## src/rtl/flyby_dma_pkg.sv

```systemverilog
package flyby_dma_pkg;

  typedef enum logic [1:0] {
    ST_IDLE = 2'd0,
    ST_REQ  = 2'd1,
    ST_ACK  = 2'd2,
    ST_XFER = 2'd3
  } dmaState_e;

  // Field select inside a channel's register window
  localparam logic [1:0] FLD_ADDR = 2'd0;
  localparam logic [1:0] FLD_CNT  = 2'd1;
  localparam logic [1:0] FLD_MODE = 2'd2;
  localparam logic [1:0] FLD_STAT = 2'd3;

  // Strobes from the sequencer to the channel datapath
  typedef struct packed {
    logic busCycle;  // one word moves this cycle; step address and count
    logic finish;    // this word is the last one of the block
  } dmaStrobe_t;

endpackage

```

## src/rtl/dma_datapath.sv

```systemverilog
module dma_datapath
  import flyby_dma_pkg::*;
#(
  parameter int NUM_CH = 4,
  parameter int ADDR_W = 16,
  parameter int CNT_W  = 16,
  parameter int REG_W  = 16,
  parameter int CH_W   = 2
) (
  input  logic              clk,
  input  logic              rstN,
  input  logic              regWrEn,
  input  logic              regRdEn,
  input  logic [CH_W-1:0]   regCh,
  input  logic [1:0]        regFld,
  input  logic [REG_W-1:0]  regWrData,
  output logic [REG_W-1:0]  regRdData,
  input  logic [CH_W-1:0]   chSel,
  input  dmaStrobe_t        strb,
  output logic [NUM_CH-1:0] cntNonZero,
  output logic              lastWord,
  output logic              selMemToDev,
  output logic [ADDR_W-1:0] selAddr,
  output logic              doneIrq
);

  logic [ADDR_W-1:0] addrQ [NUM_CH];
  logic [CNT_W-1:0]  cntQ  [NUM_CH];
  logic [NUM_CH-1:0] dirQ;
  logic [NUM_CH-1:0] doneQ;

  logic [NUM_CH-1:0] stepHit;
  logic [NUM_CH-1:0] regHit;

  always_comb begin
    for (int c = 0; c < NUM_CH; c++) begin
      stepHit[c]    = strb.busCycle && (chSel == CH_W'(c));
      regHit[c]     = (regCh == CH_W'(c));
      cntNonZero[c] = (cntQ[c] != '0);
    end
  end

  always_ff @(posedge clk or negedge rstN) begin
    if (!rstN) begin
      for (int c = 0; c < NUM_CH; c++) begin
        addrQ[c] <= '0;
        cntQ[c]  <= '0;
      end
      dirQ  <= '0;
      doneQ <= '0;
    end else begin
      for (int c = 0; c < NUM_CH; c++) begin
        // a bus cycle on this channel takes precedence over a register write
        if (stepHit[c]) begin
          addrQ[c] <= addrQ[c] + ADDR_W'(1);
          cntQ[c]  <= cntQ[c] - CNT_W'(1);
        end else if (regWrEn && regHit[c]) begin
          if (regFld == FLD_ADDR) addrQ[c] <= regWrData[ADDR_W-1:0];
          if (regFld == FLD_CNT)  cntQ[c]  <= regWrData[CNT_W-1:0];
        end
        if (regWrEn && regHit[c] && regFld == FLD_MODE) dirQ[c] <= regWrData[0];
        if (stepHit[c] && strb.finish)                  doneQ[c] <= 1'b1;
        else if (regRdEn && regHit[c] && regFld == FLD_STAT) doneQ[c] <= 1'b0;
      end
    end
  end

  always_comb begin
    regRdData = '0;
    case (regFld)
      FLD_ADDR: regRdData = REG_W'(addrQ[regCh]);
      FLD_CNT:  regRdData = REG_W'(cntQ[regCh]);
      FLD_MODE: regRdData = REG_W'(dirQ[regCh]);
      default:  regRdData = REG_W'(doneQ[regCh]);
    endcase
  end

  assign lastWord    = (cntQ[chSel] == CNT_W'(1));
  assign selMemToDev = dirQ[chSel];
  assign selAddr     = addrQ[chSel];
  assign doneIrq     = |doneQ;

  // A word is never moved on an exhausted channel
  assert_no_underflow_R6: assert property (@(posedge clk) disable iff (!rstN)
    strb.busCycle |-> (cntQ[chSel] != '0));

  // Each word advances the address and consumes one count
  assert_count_step_R6: assert property (@(posedge clk) disable iff (!rstN)
    strb.busCycle |=> (cntQ[$past(chSel)] == $past(cntQ[chSel]) - CNT_W'(1))
                   && (addrQ[$past(chSel)] == $past(addrQ[chSel]) + ADDR_W'(1)));

  // Finishing a block raises the interrupt
  assert_done_irq_R7: assert property (@(posedge clk) disable iff (!rstN)
    (strb.busCycle && strb.finish) |=> doneIrq);

endmodule

```

## src/rtl/dma_ctrl.sv

```systemverilog
module dma_ctrl
  import flyby_dma_pkg::*;
#(
  parameter int NUM_CH = 4,
  parameter int CH_W   = 2
) (
  input  logic              clk,
  input  logic              rstN,
  input  logic [NUM_CH-1:0] devReq,
  input  logic              busGrant,
  input  logic [NUM_CH-1:0] cntNonZero,
  input  logic              lastWord,
  output logic              busReq,
  output logic [NUM_CH-1:0] devAck,
  output logic [CH_W-1:0]   chSel,
  output dmaStrobe_t        strb
);

  dmaState_e         stateQ;
  logic [CH_W-1:0]   chQ;
  logic [NUM_CH-1:0] eligible;
  logic [CH_W-1:0]   pick;
  logic [NUM_CH-1:0] lowMask;

  assign eligible = devReq & cntNonZero;

  // fixed priority: lowest-numbered eligible channel
  always_comb begin
    pick = '0;
    for (int c = NUM_CH - 1; c >= 0; c--) begin
      if (eligible[c]) pick = CH_W'(c);
    end
  end

  always_ff @(posedge clk or negedge rstN) begin
    if (!rstN) begin
      stateQ <= ST_IDLE;
      chQ    <= '0;
    end else begin
      case (stateQ)
        ST_IDLE: if (|eligible) begin
          chQ    <= pick;
          stateQ <= ST_REQ;
        end
        ST_REQ: begin
          if (!eligible[chQ])  stateQ <= ST_IDLE;
          else if (busGrant)   stateQ <= ST_ACK;
        end
        ST_ACK:  stateQ <= ST_XFER;
        ST_XFER: begin
          if (lastWord || !busGrant || !devReq[chQ]) stateQ <= ST_IDLE;
        end
        default: stateQ <= ST_IDLE;
      endcase
    end
  end

  assign busReq        = (stateQ != ST_IDLE);
  assign devAck        = (stateQ == ST_ACK || stateQ == ST_XFER) ? (NUM_CH'(1) << chQ) : '0;
  assign chSel         = chQ;
  assign strb.busCycle = (stateQ == ST_XFER);
  assign strb.finish   = (stateQ == ST_XFER) && lastWord;
  assign lowMask       = (NUM_CH'(1) << chQ) - NUM_CH'(1);

  // Acknowledge only follows a sampled grant
  assert_ack_after_grant_R3: assert property (@(posedge clk) disable iff (!rstN)
    $rose(|devAck) |-> $past(busGrant));

  // Bus handed back right after the final word
  assert_release_after_last_R7: assert property (@(posedge clk) disable iff (!rstN)
    strb.finish |=> (!busReq && devAck == '0));

  // A bus request only starts for a channel that has work
  assert_no_zero_request_R11: assert property (@(posedge clk) disable iff (!rstN)
    $rose(busReq) |-> $past(|(devReq & cntNonZero)));

  // No lower-numbered channel was waiting when this one was chosen
  assert_priority_R9: assert property (@(posedge clk) disable iff (!rstN)
    (stateQ == ST_IDLE && |eligible) |=> (($past(eligible) & lowMask) == '0));

  // Single owner of the bus
  assert_one_ack_R12: assert property (@(posedge clk) disable iff (!rstN)
    $onehot0(devAck));

endmodule

```

## src/rtl/flyby_dma.sv

```systemverilog
module flyby_dma
  import flyby_dma_pkg::*;
#(
  parameter int NUM_CH = 4,
  parameter int ADDR_W = 16,
  parameter int CNT_W  = 16,
  parameter int REG_W  = 16,
  localparam int CH_W  = (NUM_CH > 1) ? $clog2(NUM_CH) : 1,
  localparam int RA_W  = CH_W + 2
) (
  input  logic              clk,
  input  logic              rstN,
  input  logic              regWrEn,
  input  logic              regRdEn,
  input  logic [RA_W-1:0]   regAddr,
  input  logic [REG_W-1:0]  regWrData,
  output logic [REG_W-1:0]  regRdData,
  input  logic [NUM_CH-1:0] devReq,
  output logic [NUM_CH-1:0] devAck,
  output logic              busReq,
  input  logic              busGrant,
  output logic [ADDR_W-1:0] busAddr,
  output logic              memReadStb,
  output logic              memWriteStb,
  output logic              ioReadStb,
  output logic              ioWriteStb,
  output logic              doneIrq
);

  dmaStrobe_t        strb;
  logic [CH_W-1:0]   chSel;
  logic [NUM_CH-1:0] cntNonZero;
  logic              lastWord;
  logic              selMemToDev;
  logic [ADDR_W-1:0] selAddr;

  dma_ctrl #(.NUM_CH(NUM_CH), .CH_W(CH_W)) u_ctrl (
    .clk        (clk),
    .rstN       (rstN),
    .devReq     (devReq),
    .busGrant   (busGrant),
    .cntNonZero (cntNonZero),
    .lastWord   (lastWord),
    .busReq     (busReq),
    .devAck     (devAck),
    .chSel      (chSel),
    .strb       (strb)
  );

  dma_datapath #(
    .NUM_CH(NUM_CH), .ADDR_W(ADDR_W), .CNT_W(CNT_W), .REG_W(REG_W), .CH_W(CH_W)
  ) u_dp (
    .clk         (clk),
    .rstN        (rstN),
    .regWrEn     (regWrEn),
    .regRdEn     (regRdEn),
    .regCh       (regAddr[RA_W-1:2]),
    .regFld      (regAddr[1:0]),
    .regWrData   (regWrData),
    .regRdData   (regRdData),
    .chSel       (chSel),
    .strb        (strb),
    .cntNonZero  (cntNonZero),
    .lastWord    (lastWord),
    .selMemToDev (selMemToDev),
    .selAddr     (selAddr),
    .doneIrq     (doneIrq)
  );

  assign busAddr     = strb.busCycle ? selAddr : '0;
  assign memReadStb  = strb.busCycle &&  selMemToDev;
  assign ioWriteStb  = strb.busCycle &&  selMemToDev;
  assign ioReadStb   = strb.busCycle && !selMemToDev;
  assign memWriteStb = strb.busCycle && !selMemToDev;

  // Memory read is always paired with a device write
  assert_pair_m2d_R4: assert property (@(posedge clk) disable iff (!rstN)
    memReadStb |-> (ioWriteStb && !ioReadStb && !memWriteStb));

  // Device read is always paired with a memory write
  assert_pair_d2m_R5: assert property (@(posedge clk) disable iff (!rstN)
    ioReadStb |-> (memWriteStb && !memReadStb && !ioWriteStb));

  // Strobes only while the bus is held and a device is acknowledged
  assert_strobe_owned_R12: assert property (@(posedge clk) disable iff (!rstN)
    (memReadStb || memWriteStb || ioReadStb || ioWriteStb) |-> (busReq && devAck != '0));

endmodule

```

## config.mk

```make
export PLATFORM = sky130hd
export DESIGN_NAME = flyby_dma
export DESIGN_NICKNAME = d
export VERILOG_FILES = /design/src/rtl/flyby_dma_pkg.sv /design/src/rtl/dma_datapath.sv /design/src/rtl/dma_ctrl.sv /design/src/rtl/flyby_dma.sv
export SDC_FILE = /design/constraint.sdc
export NUM_CORES = 1
export LEC_CHECK = 0
export BUFFER_PORTS_ARGS = -buffer_cell sky130_fd_sc_hd__buf_2
export CAP_MARGIN = 20
export CORE_MARGIN = 4
export CORE_UTILIZATION = 23
export CTS_BUF_LIST = sky130_fd_sc_hd__clkbuf_8
export DETAILED_ROUTE_END_ITERATION = 8
export GPL_ROUTABILITY_DRIVEN = 0
export PLACE_DENSITY_LB_ADDON = 0.1
export SYNTH_ARGS = -nofsm -noshare
export SYNTH_HDL_FRONTEND = slang
export SYNTH_SLANG_ARGS = --single-unit
```

## constraint.sdc

```tcl
create_clock -name clk -period 2.45 [get_ports clk]
set_input_delay 0.1225 -clock clk [delete_from_list [all_inputs] [get_ports clk]]
set_output_delay 0.1225 -clock clk [all_outputs]
set_load 0.01 [all_outputs]
```

==> results of run 1 <==
==> cells in the final DEF (no fill, tap or decap), types with 7 or more instances in the layout <==
cell                       instances
sky130_fd_sc_hd__a211oi_1         37
sky130_fd_sc_hd__a21oi_1          79
sky130_fd_sc_hd__a221o_1          11
sky130_fd_sc_hd__a311oi_1          9
sky130_fd_sc_hd__a31oi_1           9
sky130_fd_sc_hd__and3_1           10
sky130_fd_sc_hd__buf_12            7
sky130_fd_sc_hd__buf_2            69
sky130_fd_sc_hd__buf_4            75
sky130_fd_sc_hd__clkbuf_8         19
sky130_fd_sc_hd__dfrtp_1         137
sky130_fd_sc_hd__ha_1             12
sky130_fd_sc_hd__inv_1            40
sky130_fd_sc_hd__mux2i_1          24
sky130_fd_sc_hd__mux4_2           50
sky130_fd_sc_hd__nand2_1          93
sky130_fd_sc_hd__nand2b_1          7
sky130_fd_sc_hd__nand3_1          46
sky130_fd_sc_hd__nand4_1          18
sky130_fd_sc_hd__nor2_1          190
sky130_fd_sc_hd__nor2b_1          23
sky130_fd_sc_hd__nor3_1           49
sky130_fd_sc_hd__nor4_1           14
sky130_fd_sc_hd__o21ai_0          72
sky130_fd_sc_hd__o221a_2          14
sky130_fd_sc_hd__o22ai_1          10
==> worst reg2reg max path, cell delays in order, from the launching register on <==
cell,delay [ps]
sky130_fd_sc_hd__dfrtp_1,420
sky130_fd_sc_hd__or4_4,580
sky130_fd_sc_hd__nor3_2,230
sky130_fd_sc_hd__nand4_1,280
sky130_fd_sc_hd__and4_4,290
sky130_fd_sc_hd__o31ai_2,240
sky130_fd_sc_hd__o221ai_2,120
==> flip-flops by register name, summed over array words and instances, names as in the netlist, named ones only <==
| register | count |
|---|---|
| u_dp.cntQ | 64 |
| u_ctrl.chSel | 2 |
| u_ctrl.stateQ | 1 |
| u_dp.doneQ | 4 |
| u_dp.addrQ | 64 |
| u_dp.dirQ | 4 |
==> through the flow <==
step | cells | util | setup slack [ps] | total power (W)
final | 1840 | 0.2761 | 135.9 | 0.01307
after detailed placement | 1802 | 0.2657 | 251.0 | 0.01104
after CTS | 1835 | 0.2752 | 22.81 | 0.01309
after floorplan | 1139 | - | 320.9 | 0.008289
after global routing | 1839 | 0.2760 | 20.42 | 0.01394
after global placement | 1802 | 0.2657 | 155.9 | 0.01107
==> metal layers <==
layer  vias to the layer above  track usage  share of wire
li1                       4488            -              -
met1                      5058       0.2849           0.47
met2                       364       0.3020           0.44
met3                        65      0.03547          0.056
met4                         0      0.07937          0.036
met5                         -            0              0
==> cells by family (layout without fill, tap and decap cells) <==
kind of cell	Yosys count	count (layout)	share of synthesized area
other	0	1	0
adders and majority gates	12	12	0.01503
and+or+nand+nor	503	503	0.2442
AOI/OAI and AO/OA	296	296	0.1970
buffers and inverters	107	222	0.04684
DFF	140	140	0.3507
muxes	81	81	0.1462
==> path summary, 6_finish.rpt <==
| check | startpoint | end | slack (ps) | cells past startpoint |
|---|---|---|---|---|
| worst max-delay path | u_ctrl.chSel[0] | memReadStb | 140 | 4 |
| worst min-delay path | devReq[2] | u_ctrl.chSel[0] | 50 | 4 |
| worst max register to register | u_dp.cntQ[28] | register | 170 | 6 |
| worst min register to register | u_dp.addrQ[31] | u_dp.addrQ[31] | 540 | 1 |
| max in group asynchronous | rstN | u_dp.addrQ[36] | 1470 | 3 |
| min in group asynchronous | rstN | u_dp.cntQ[54] | 160 | 2 |
==> power by group through the flow <==
stage	Combinational (W)	Sequential [W]	Clock, W
2_1_floorplan	0.00399	0.00430	0
3_3_place_gp	0.00599	0.00508	0
3_5_place_dp	0.00598	0.00506	0
4_1_cts	0.00603	0.00503	0.00203
5_1_grt	0.00661	0.00523	0.00210
6_report	0.00603	0.00509	0.00196
==> cell type report <==
cell class              instances  area share
multi-input cells             892      0.5081
flip-flops and latches        140      0.2956
repair buffers                155     0.09195
well taps                     585     0.06169
clock buffers                  19     0.02204
inverters                      36     0.01139
clock inverters                12    0.009069
diodes                          1   0.0002109
==> what timing repair did <==
action,in CTS,in global routing
endpoints found under the setup margin,20,4
hold endpoints to repair,49,0
gates resized for setup,5,2
pin swaps,0,0
hold buffers,2,0
setup buffers,0,4
==> key figures, run 1 <==
Outcome
  • Status: completed

STA
  • Min cycle time layout: 2314 ps
  • Number of pins exceeding their max-slew limit in the final report: 0
  • Final hold viol count: 0
  • Worst slack on hold paths: 54.20 ps
  • Max_slew headroom: 0.5693
  • Part of the cycle the worst path needs: 0.9445
  • Peak Freq: 0.4321 GHz
  • Unrepaired setup endpoints after global routing: no
  • Slew of the pin with the lowest slew margin: 643.6 ps
  • Final TNS setup: 0 ps
  • Worst Skew: 20.80 ps
  • Setup Viol. Count Final: 0

Power and ir drop
  • Relative contribution of sequential cells to total power: 0.389
  • Clk network pwr share: 0.150
  • Ratio of total power to cell area: 1101 mW/mm²
  • P_int: 0.007028 W
  • LEAKAGE: between 4 and 5 nW
  • Combinational group share of total power: 0.461
  • Net load switching power: 0.006038 W
  • Max VDD drop: 317.7 µV
  • Sw frac: 0.4621

Final layout
  • Final nets: between 1000 and 1500
  • Post-route cell area: approximately 0.012 mm²
  • Share of layout cells above drive strength 1: 0.2233
  • Sequential standard cell area: 0.003507 mm²
  • Filler Cell Count: ~4700
  • Syn-to-layout area delta: 18.77%
  • Area of the multi-input gates: between 0.006 and 0.007 mm²

Synthesis
  • Area share of the leading cell type in the synthesized netlist: 0.3507
  • Number of cells produced by synthesis: 1139
  • Area contributors post-synth: sky130_fd_sc_hd__dfrtp_1 (35%), sky130_fd_sc_hd__mux4_2 (11%), sky130_fd_sc_hd__nor2_1 (7.2%)
  • Cell with the most instances after synthesis: sky130_fd_sc_hd__nor2_1
  • Mapped cell area: approximately 0.01 mm²
  • Part of the Yosys area used for sequential elements: 0.3507
  • Yosys warning total: 0
  • Synth async-reset ratio: 1.000
  • Number of flip-flops and latches in the synthesized netlist: 140
  • Avg Cell Area, Syn: 8.770 µm²
  • Post-synth top cells: sky130_fd_sc_hd__nor2_1 (192), sky130_fd_sc_hd__dfrtp_1 (140), sky130_fd_sc_hd__nand2_1 (93), sky130_fd_sc_hd__a21oi_1 (79), sky130_fd_sc_hd__o21ai_0 (72)
  • Largest area contributor in the netlist: sky130_fd_sc_hd__dfrtp_1
  • Synthesized Nets: 1180
  • Cell variety after synth: 80
  • Count of flip-flops with a built-in enable after synthesis: 0
  • Dominant synthesized flop cell: sky130_fd_sc_hd__dfrtp_1

Setup path
  • Cell-by-cell trace of the critical path: buf_12 > mux4_2 > nor2b_1 > buf_2
  • Critical Path Start Type: register
  • Sum of buffers and inverters on the critical path: 2
  • CP peak stage delay: 580 ps
  • Worst Path Max Fanout: 20
  • Slowest library cell on the worst path: sky130_fd_sc_hd__mux4_2
  • Crit-path leading delay family: multiplexers
  • Arrival time of the worst setup path: 2190 ps
  • Critical path data required time: 2330 ps
  • Kind of end point of the critical path: output port
  • Category of the most critical setup path: reg -> out

Placed design
  • Number of buffer cells added on primary ports: 70
  • Post-Place Cell Area: between 0.01 and 0.015 mm²
  • HPWL reported at the end of detailed placement: about 35000 µm

Drt
  • Vias: 9975
  • Number of remaining DRC errors: 0
  • Starting DRT DRC Count: 1017
  • Number of detailed-routing iterations run before antenna repair: 8
  • Post-DR wirelength/cell: 25.58 µm
  • Wirelength, routed: 47070 µm
  • Post-route ant nets: 0
  • Average via count per standard cell: 5.421

GRT
  • Maximum number of pins on one net before global-route repair: 65
  • Via count of the first global-routing pass: slightly below 10000
  • Remaining global-route overflow: 0
  • First-pass GRT wire length: 69050 µm
  • Total global routing track utilization: 0.2002
  • Initial antenna violation count: 0

Die
  • # IOs: between 70 and 80
  • Area inside the core boundary: between 0.04 and 0.05 mm²
  • Placement row count: 76
  • Starting Density: 0.2324
  • Vertical die dimension: 216.4 µm
  • Horizontal die dimension: 216.4 µm
  • Floorplan die area: ~0.047 mm²

Clock network
  • Clock tree from TritonCTS: yes
  • Clock Root Buffer: sky130_fd_sc_hd__clkbuf_8
  • H-tree Lvls: 4
  • Clock insertion delay at the later pin of the skew report: roughly 490 ps
  • Number of sinks handled by clock tree synthesis: 140
  • Clk slew on worst S/H paths: 90 ps
  • Number of buffers added by the clock tree synthesis step: 17
  • Number of buffers on the longest clock path: 2

Flow run
  • Max Cap Viol: 0

Min path
  • Hold WC Path Type: in -> reg
Note: power is estimated with default switching activity, not from simulation.
==> run 2, diff against run 1 <==
BUFFER_PORTS_ARGS = -buffer_cell sky130_fd_sc_hd__buf_4   (was -buffer_cell sky130_fd_sc_hd__buf_2)
CAP_MARGIN = 5   (was 20)
==> run 2 against run 1 <==
- sequential share of layout area shrank 0.77 points
- highest routed layer unchanged
- combinational power is 4.1% higher
- critical endpoint is now busAddr[10]
- fmax is 1.2% higher
- clock power is 11% higher
- utilization grew 0.73 points
- hold slack got worse by 18 ps
- total power grew 3.3%
==> key figures, run 2 (synthesized netlist as in run 1, its figures left out) <==
Drt
  • Number of remaining DRC errors: 0
  • Post-DR wirelength/cell: 25.44 µm
  • Vias: 9903
  • Number of detailed-routing iterations run before antenna repair: 6
  • Wirelength, routed: 47060 µm
  • Average via count per standard cell: ~5.4
  • Starting DRT DRC Count: between 900 and 1000
  • Post-route ant nets: 0

Min path
  • Number of instances on the worst hold path: 3
  • Min-Delay Startpoint: regWrData[1]
  • Hold WC Path Type: in -> reg
  • Hold Path End: u_dp.addrQ[49]

Final layout
  • Syn-to-layout area delta: 21.92%
  • Most frequent standard cell in the layout excluding fill and tap cells: sky130_fd_sc_hd__nor2_1
  • Leading cell types in the layout, fill and taps excluded: sky130_fd_sc_hd__nor2_1 (191), sky130_fd_sc_hd__buf_4 (146), sky130_fd_sc_hd__dfrtp_1 (138)
  • Post-route cell area: approximately 0.012 mm²
  • Final nets: 1292
  • Registers with the highest flip-flop counts: u_dp.addrQ x64, u_dp.cntQ x64
  • Share of layout cells above drive strength 1: 0.2239
  • Utilization of the core after routing: 0.2834

Power and ir drop
  • Sw frac: 0.4511
  • Relative contribution of sequential cells to total power: 0.373
  • P_int: 0.007410 W
  • Combinational group share of total power: 0.465
  • Max VDD drop: 302.2 µV
  • Clk network pwr share: 0.161
  • LEAKAGE: slightly below 5 nW
  • Net load switching power: 0.006090 W
  • Ratio of total power to cell area: 1108 mW/mm²

Setup path
  • Worst Path Max Fanout: 14
  • Critical path data required time: 2330 ps
  • End of the worst register-to-register path: u_dp.doneQ[0]
  • Kind of end point of the critical path: output port
  • Category of the most critical setup path: reg -> out
  • Arrival time of the worst setup path: about 2200 ps
  • Critical Path Start Type: register
  • Logic depth of the worst register-to-register path: 6
  • Slack of the worst reg-to-reg path: 210 ps
  • Beginning of the worst register-to-register path: u_dp.cntQ[60]

Placed design
  • HPWL reported at the end of detailed placement: ~35000 µm
  • Pre-CTS setup slack: 240.9 ps
  • Post-Place Cell Area: ~0.012 mm²
  • Number of buffer cells added on primary ports: 70

STA
  • Final TNS setup: 0 ps
  • Peak Freq: 0.4374 GHz
  • Min cycle time layout: 2286 ps
  • Setup ws final: about 160 ps
  • Worst Skew: 19.84 ps
  • Max_slew headroom: 0.5480
  • Number of pins exceeding their max-slew limit in the final report: 0
  • Worst slack on hold paths: 36.37 ps
  • Setup Viol. Count Final: 0
  • Slew of the pin with the lowest slew margin: just under 700 ps
  • Part of the cycle the worst path needs: 0.9332
  • Unrepaired setup endpoints after global routing: no
  • Final hold viol count: 0

Die
  • Vertical die dimension: 216.4 µm
  • Area inside the core boundary: approximately 0.043 mm²
  • Floorplan die area: 0.04683 mm²
  • Placement row count: 76
  • Starting Density: 0.2324
  • Horizontal die dimension: 216.4 µm
  • # IOs: between 70 and 80

Clock network
  • Number of sinks handled by clock tree synthesis: 140
  • Number of buffers on the longest clock path: 2
  • Clock insertion delay at the later pin of the skew report: 480 ps
  • H-tree Lvls: 4
  • Number of buffers added by the clock tree synthesis step: 17
  • Clock Root Buffer: sky130_fd_sc_hd__clkbuf_8
  • Clock tree from TritonCTS: yes
  • Clk slew on worst S/H paths: 90 ps

GRT
  • Initial antenna violation count: 1
  • Total global routing track utilization: 0.1996
  • Remaining global-route overflow: 0
  • First-pass GRT wire length: 68500 µm
  • Via count of the first global-routing pass: 9486
  • Maximum number of pins on one net before global-route repair: 48

Outcome
  • Status: completed

Flow run
  • Max Cap Viol: 0
-- run 2: timing repair --
action | CTS | global route
hold buffers | 8 | 0
setup buffers | 1 | 0
resized for setup | 5 | 0
setup endpoints to repair | 16 | 0
endpoints found under the hold margin | 56 | 0
-- run 2: final cells by class --
| class | count | area, µm² |
|---|---|---|
| clock inverter | 9 | 116.4 |
| timing repair buffer | 164 | 1345 |
| multi-input combinational | 892 | 6026 |
| tap | 585 | 732.0 |
| fill | 4660 | 30800 |
| clock buffer | 23 | 316.6 |
| inverter | 36 | 135.1 |
| antenna | 1 | 2.502 |
| sequential | 140 | 3506 |
-- run 2: worst max path at each step --
stage                    startpoint             end  slack (ps)  cells past startpoint
floorplan           u_ctrl.chSel[0]     memWriteStb         320                      6
global placement      u_dp.cntQ[43]   u_dp.doneQ[0]         130                      6
detailed placement  u_ctrl.chSel[1]  u_dp.addrQ[15]         240                      7
CTS                 u_ctrl.chSel[1]      memReadStb          70                      4
global route          u_dp.cntQ[32]   u_dp.cntQ[46]           1                      7
finish              u_ctrl.chSel[0]     busAddr[10]         160                      5
-- run 2: per-layer routing --
layer	vias to the layer above	GRT usage	share of wire
li1	4492	-	-
met5	-	0	0
met2	319	0.2982	0.44
met1	5025	0.2762	0.45
met4	0	0.08086	0.039
met3	67	0.05090	0.065
-- run 2: power groups by stage --
stage / registers (W) / logic (W) / clock network, W
2_1_floorplan: 0.00430 / 0.00399 / 0
3_3_place_gp: 0.00504 / 0.00628 / 0
3_5_place_dp: 0.00502 / 0.00624 / 0
4_1_cts: 0.00498 / 0.00633 / 0.00224
5_1_grt: 0.00517 / 0.00687 / 0.00232
6_report: 0.00504 / 0.00628 / 0.00218
-- run 2: through the flow --
step,cells,total power (W)
after floorplan,1139,0.008289
after global routing,1849,0.01436
after detailed placement,1808,0.01126
after global placement,1808,0.01132
after CTS,1849,0.01355
final,1850,0.01350
-- run 2: worst max-delay path, stage by stage, from the launching register on --
cell and delay [ps]:
sky130_fd_sc_hd__dfrtp_2 400, sky130_fd_sc_hd__buf_6 170, sky130_fd_sc_hd__buf_8 210, sky130_fd_sc_hd__mux4_2 520
sky130_fd_sc_hd__nor2b_1 190, sky130_fd_sc_hd__buf_4 170
==> run 3, diff against run 2 <==
ABC_AREA = 1   (was unset)
==> run 3 against run 2 <==
- largest power group unchanged
- sequential power shrank 2%
- critical endpoint is now busAddr[9]
- synthesized cell count increased by 28%
- highest routed layer unchanged
- area after synthesis is 1.9% higher
- total power increased by 7.1%
- critical path depth is 2 higher
==> key figures, run 3 <==
Power and ir drop
  • Relative contribution of sequential cells to total power: 0.343
  • Clk network pwr share: 0.176
  • Sw frac: 0.4892
  • P_int: roughly 0.0074 W
  • LEAKAGE: approximately 5.4 nW
  • Combinational group share of total power: 0.481
  • Ratio of total power to cell area: 1174 mW/mm²
  • Net load switching power: 0.007076 W
  • Max VDD drop: 350.5 µV
  • Final total power: 0.01446 W

STA
  • Setup Viol. Count Final: 0
  • Unrepaired setup endpoints after global routing: yes
  • Number of pins exceeding their max-slew limit in the final report: 0
  • Slew of the pin with the lowest slew margin: 740.2 ps
  • Min cycle time layout: around 2400 ps
  • Worst slack on hold paths: ~35 ps
  • Peak Freq: roughly 0.42 GHz
  • Max_slew headroom: 0.5060
  • Part of the cycle the worst path needs: 0.9667
  • Final hold viol count: 0
  • Worst Skew: approximately 27 ps

Die
  • # IOs: 71
  • Horizontal die dimension: 218.4 µm
  • Area inside the core boundary: 0.04346 mm²
  • Placement row count: 76
  • Starting Density: 0.2343
  • Floorplan die area: ~0.048 mm²
  • Vertical die dimension: approximately 220 µm

Setup path
  • Kind of end point of the critical path: output port
  • Startpoint of the most critical setup path: u_ctrl.chSel[0]
  • Cell-by-cell trace of the critical path: inv_1 > nor2_2 > inv_2 > o22ai_1 > a221oi_1 > nor2_1 > buf_4
  • Slowest library cell on the worst path: sky130_fd_sc_hd__dfrtp_2
  • Arrival time of the worst setup path: 2250 ps
  • Worst Path Max Fanout: 9
  • Logic depth of the worst register-to-register path: 12
  • Slack of the worst reg-to-reg path: 160 ps
  • Critical Path Start Type: register
  • End of the worst register-to-register path: u_ctrl.chSel[0]
  • Category of the most critical setup path: reg -> out
  • Beginning of the worst register-to-register path: u_dp.cntQ[32]
  • CP peak stage delay: 470 ps
  • Termination of the worst setup path: busAddr[9]
  • Critical path data required time: 2330 ps

Placed design
  • HPWL reported at the end of detailed placement: 38940 µm
  • Post-Place Cell Area: roughly 0.012 mm²
  • Cells after DPL: roughly 2100
  • Number of buffer cells added on primary ports: 70

Clock network
  • Number of sinks handled by clock tree synthesis: 140
  • Clock insertion delay at the later pin of the skew report: 520 ps
  • Clock tree from TritonCTS: yes
  • Number of buffers added by the clock tree synthesis step: 17
  • Clock Root Buffer: sky130_fd_sc_hd__clkbuf_8
  • Clk slew on worst S/H paths: 90 ps
  • Number of buffers on the longest clock path: 2
  • H-tree Lvls: 4

Synthesis
  • Yosys warning total: 0
  • Synth async-reset ratio: 1.000
  • Synthesized Nets: around 1500
  • Avg Cell Area, Syn: 6.959 µm²
  • Number of cells produced by synthesis: ~1500
  • Number of flip-flops and latches in the synthesized netlist: between 100 and 150
  • Combinational family with the most area after synthesis: simple AND/OR/NAND/NOR gates
  • Cell with the most instances after synthesis: sky130_fd_sc_hd__nand2_1
  • Largest area contributor in the netlist: sky130_fd_sc_hd__dfrtp_1
  • Compound-gate portion of the synthesized area: 0.2478
  • Mapped cell area: 0.01018 mm²
  • Share of synthesized area spent on multiplexers: 0
  • Part of the Yosys area used for sequential elements: 0.3441
  • Simple logic cell fraction of the synthesized area: 0.2822
  • Xor-xnor portion of the synthesized cell area: 0.01893
  • Cell variety after synth: 42
  • Adder and majority cell fraction of the synthesized area: 0.01475
  • Dominant synthesized flop cell: sky130_fd_sc_hd__dfrtp_1
  • Area contributors post-synth: sky130_fd_sc_hd__dfrtp_1 (34%), sky130_fd_sc_hd__nand2_1 (13%), sky130_fd_sc_hd__nor2_1 (6.4%)
  • Post-synth top cells: sky130_fd_sc_hd__nand2_1 (342), sky130_fd_sc_hd__nor2_1 (173), sky130_fd_sc_hd__inv_1 (161), sky130_fd_sc_hd__dfrtp_1 (140), sky130_fd_sc_hd__nand3_1 (93)
  • Area share of the leading cell type in the synthesized netlist: 0.3441
  • Count of flip-flops with a built-in enable after synthesis: 0

Outcome
  • Status: completed

GRT
  • Via count of the first global-routing pass: 10720
  • Total global routing track utilization: 0.2066
  • Remaining global-route overflow: 0
  • First-pass GRT wire length: between 70000 and 80000 µm
  • Maximum number of pins on one net before global-route repair: 58
  • Initial antenna violation count: 0

Drt
  • Starting DRT DRC Count: 1106
  • Post-route ant nets: 0
  • Wirelength, routed: 49570 µm
  • Number of detailed-routing iterations run before antenna repair: 7
  • Post-DR wirelength/cell: about 23 µm
  • Average via count per standard cell: between 5 and 6
  • Vias: 11080
  • Number of remaining DRC errors: 0

Final layout
  • Leading cell types in the layout, fill and taps excluded: sky130_fd_sc_hd__nand2_1 (339), sky130_fd_sc_hd__nor2_1 (163), sky130_fd_sc_hd__inv_1 (158)
  • Share of layout cells above drive strength 1: 0.1510
  • Non-filler cells in the finished layout: 2156
  • Most frequent standard cell in the layout excluding fill and tap cells: sky130_fd_sc_hd__nand2_1
  • Utilization of the core after routing: 0.2836
  • Final nets: 1599
  • Syn-to-layout area delta: 21.06%
  • Registers with the highest flip-flop counts: u_dp.addrQ x64, u_dp.cntQ x64
  • Post-route cell area: between 0.01 and 0.015 mm²

Min path
  • Hold WC Path Type: in -> reg
  • Min-Delay Startpoint: regWrData[7]

Flow run
  • Max Cap Viol: 0
run 3: cell count changes after synthesis, moves of 23 or more:
cell,before,now
sky130_fd_sc_hd__o221ai_1,1,39
sky130_fd_sc_hd__nor2b_1,23,0
sky130_fd_sc_hd__inv_2,0,25
sky130_fd_sc_hd__a21oi_1,79,47
sky130_fd_sc_hd__nand2_1,93,342
sky130_fd_sc_hd__nor3_1,50,15
sky130_fd_sc_hd__mux2i_1,24,0
sky130_fd_sc_hd__nand3_1,46,93
sky130_fd_sc_hd__o211ai_1,6,63
sky130_fd_sc_hd__a211oi_1,37,0
sky130_fd_sc_hd__mux4_2,50,0
sky130_fd_sc_hd__inv_1,36,161
sky130_fd_sc_hd__a22oi_1,3,36
sky130_fd_sc_hd__o22ai_1,10,35
run 3: routing by layer:
metal,vias to the layer above,track usage,part of all wire
met3,50,0.03824,0.062
met1,5402,0.2993,0.48
li1,5232,-,-
met2,396,0.3153,0.44
met5,-,0,0
met4,0,0.05519,0.024
run 3: layout make-up:
cell class                 instances  area [µm²]
multi-input combinational       1081        5807
tap                              585       732.0
clock inverter                    12       242.7
clock buffer                      19       261.5
antenna                            1       2.502
inverter                         186       703.2
timing repair buffer             132        1067
fill                            4806       31130
sequential                       140        3510
run 3: worst min-delay path by stage:
stage          slack (ps)  depth (start not counted)                    endpoint
6_report               40                          3               u_dp.cntQ[23]
5_1_grt                10                          3               u_dp.cntQ[39]
4_1_cts                 3                          3               u_dp.cntQ[39]
3_5_place_dp           70                          1               u_dp.addrQ[5]
3_3_place_gp           80                          1               u_dp.addrQ[5]
2_1_floorplan        -170                          0  asynchronous set/reset pin
run 3: logic make-up after synthesis:
| kind of cell | after synthesis |
|---|---|
| flip-flops | 140 |
| buffers and inverters | 242 |
| XOR/XNOR | 22 |
| adder cells (fa/ha/maj) | 12 |
| AND/OR/NAND/NOR | 676 |
| AO/OA/AOI/OAI | 371 |
run 3: repair_timing:
item                                   CTS  global route
endpoints found under the hold margin  162             0
buffers inserted                         0             0
resized for setup                        5            24
hold buffers                            14             0
setup endpoints to repair                5             9
run 3: worst max-delay path, delay by kind of cell, from the launching register on:
family          cells  cell delay (ps)
compound gates      2              350
flops               1              470
simple gates        2              490
buf+inv             3              410
run 3: through the flow:
stage / TNS [ps] / setup slack (ps)
after CTS: 0 / 31.97
after floorplan: 0 / 720.8
after global routing: -24.75 / -24.75
final: 0 / 81.47
after detailed placement: 0 / 235.1
after global placement: 0 / 262.4
run 3: power by group through the flow:
stage	logic (W)	registers, W	clock network, W
detailed placement	0.00678	0.00489	0
CTS	0.00687	0.00487	0.00261
floorplan	0.00438	0.00434	0
finish	0.00696	0.00496	0.00254
global placement	0.00679	0.00494	0
global route	0.00768	0.00512	0.00268
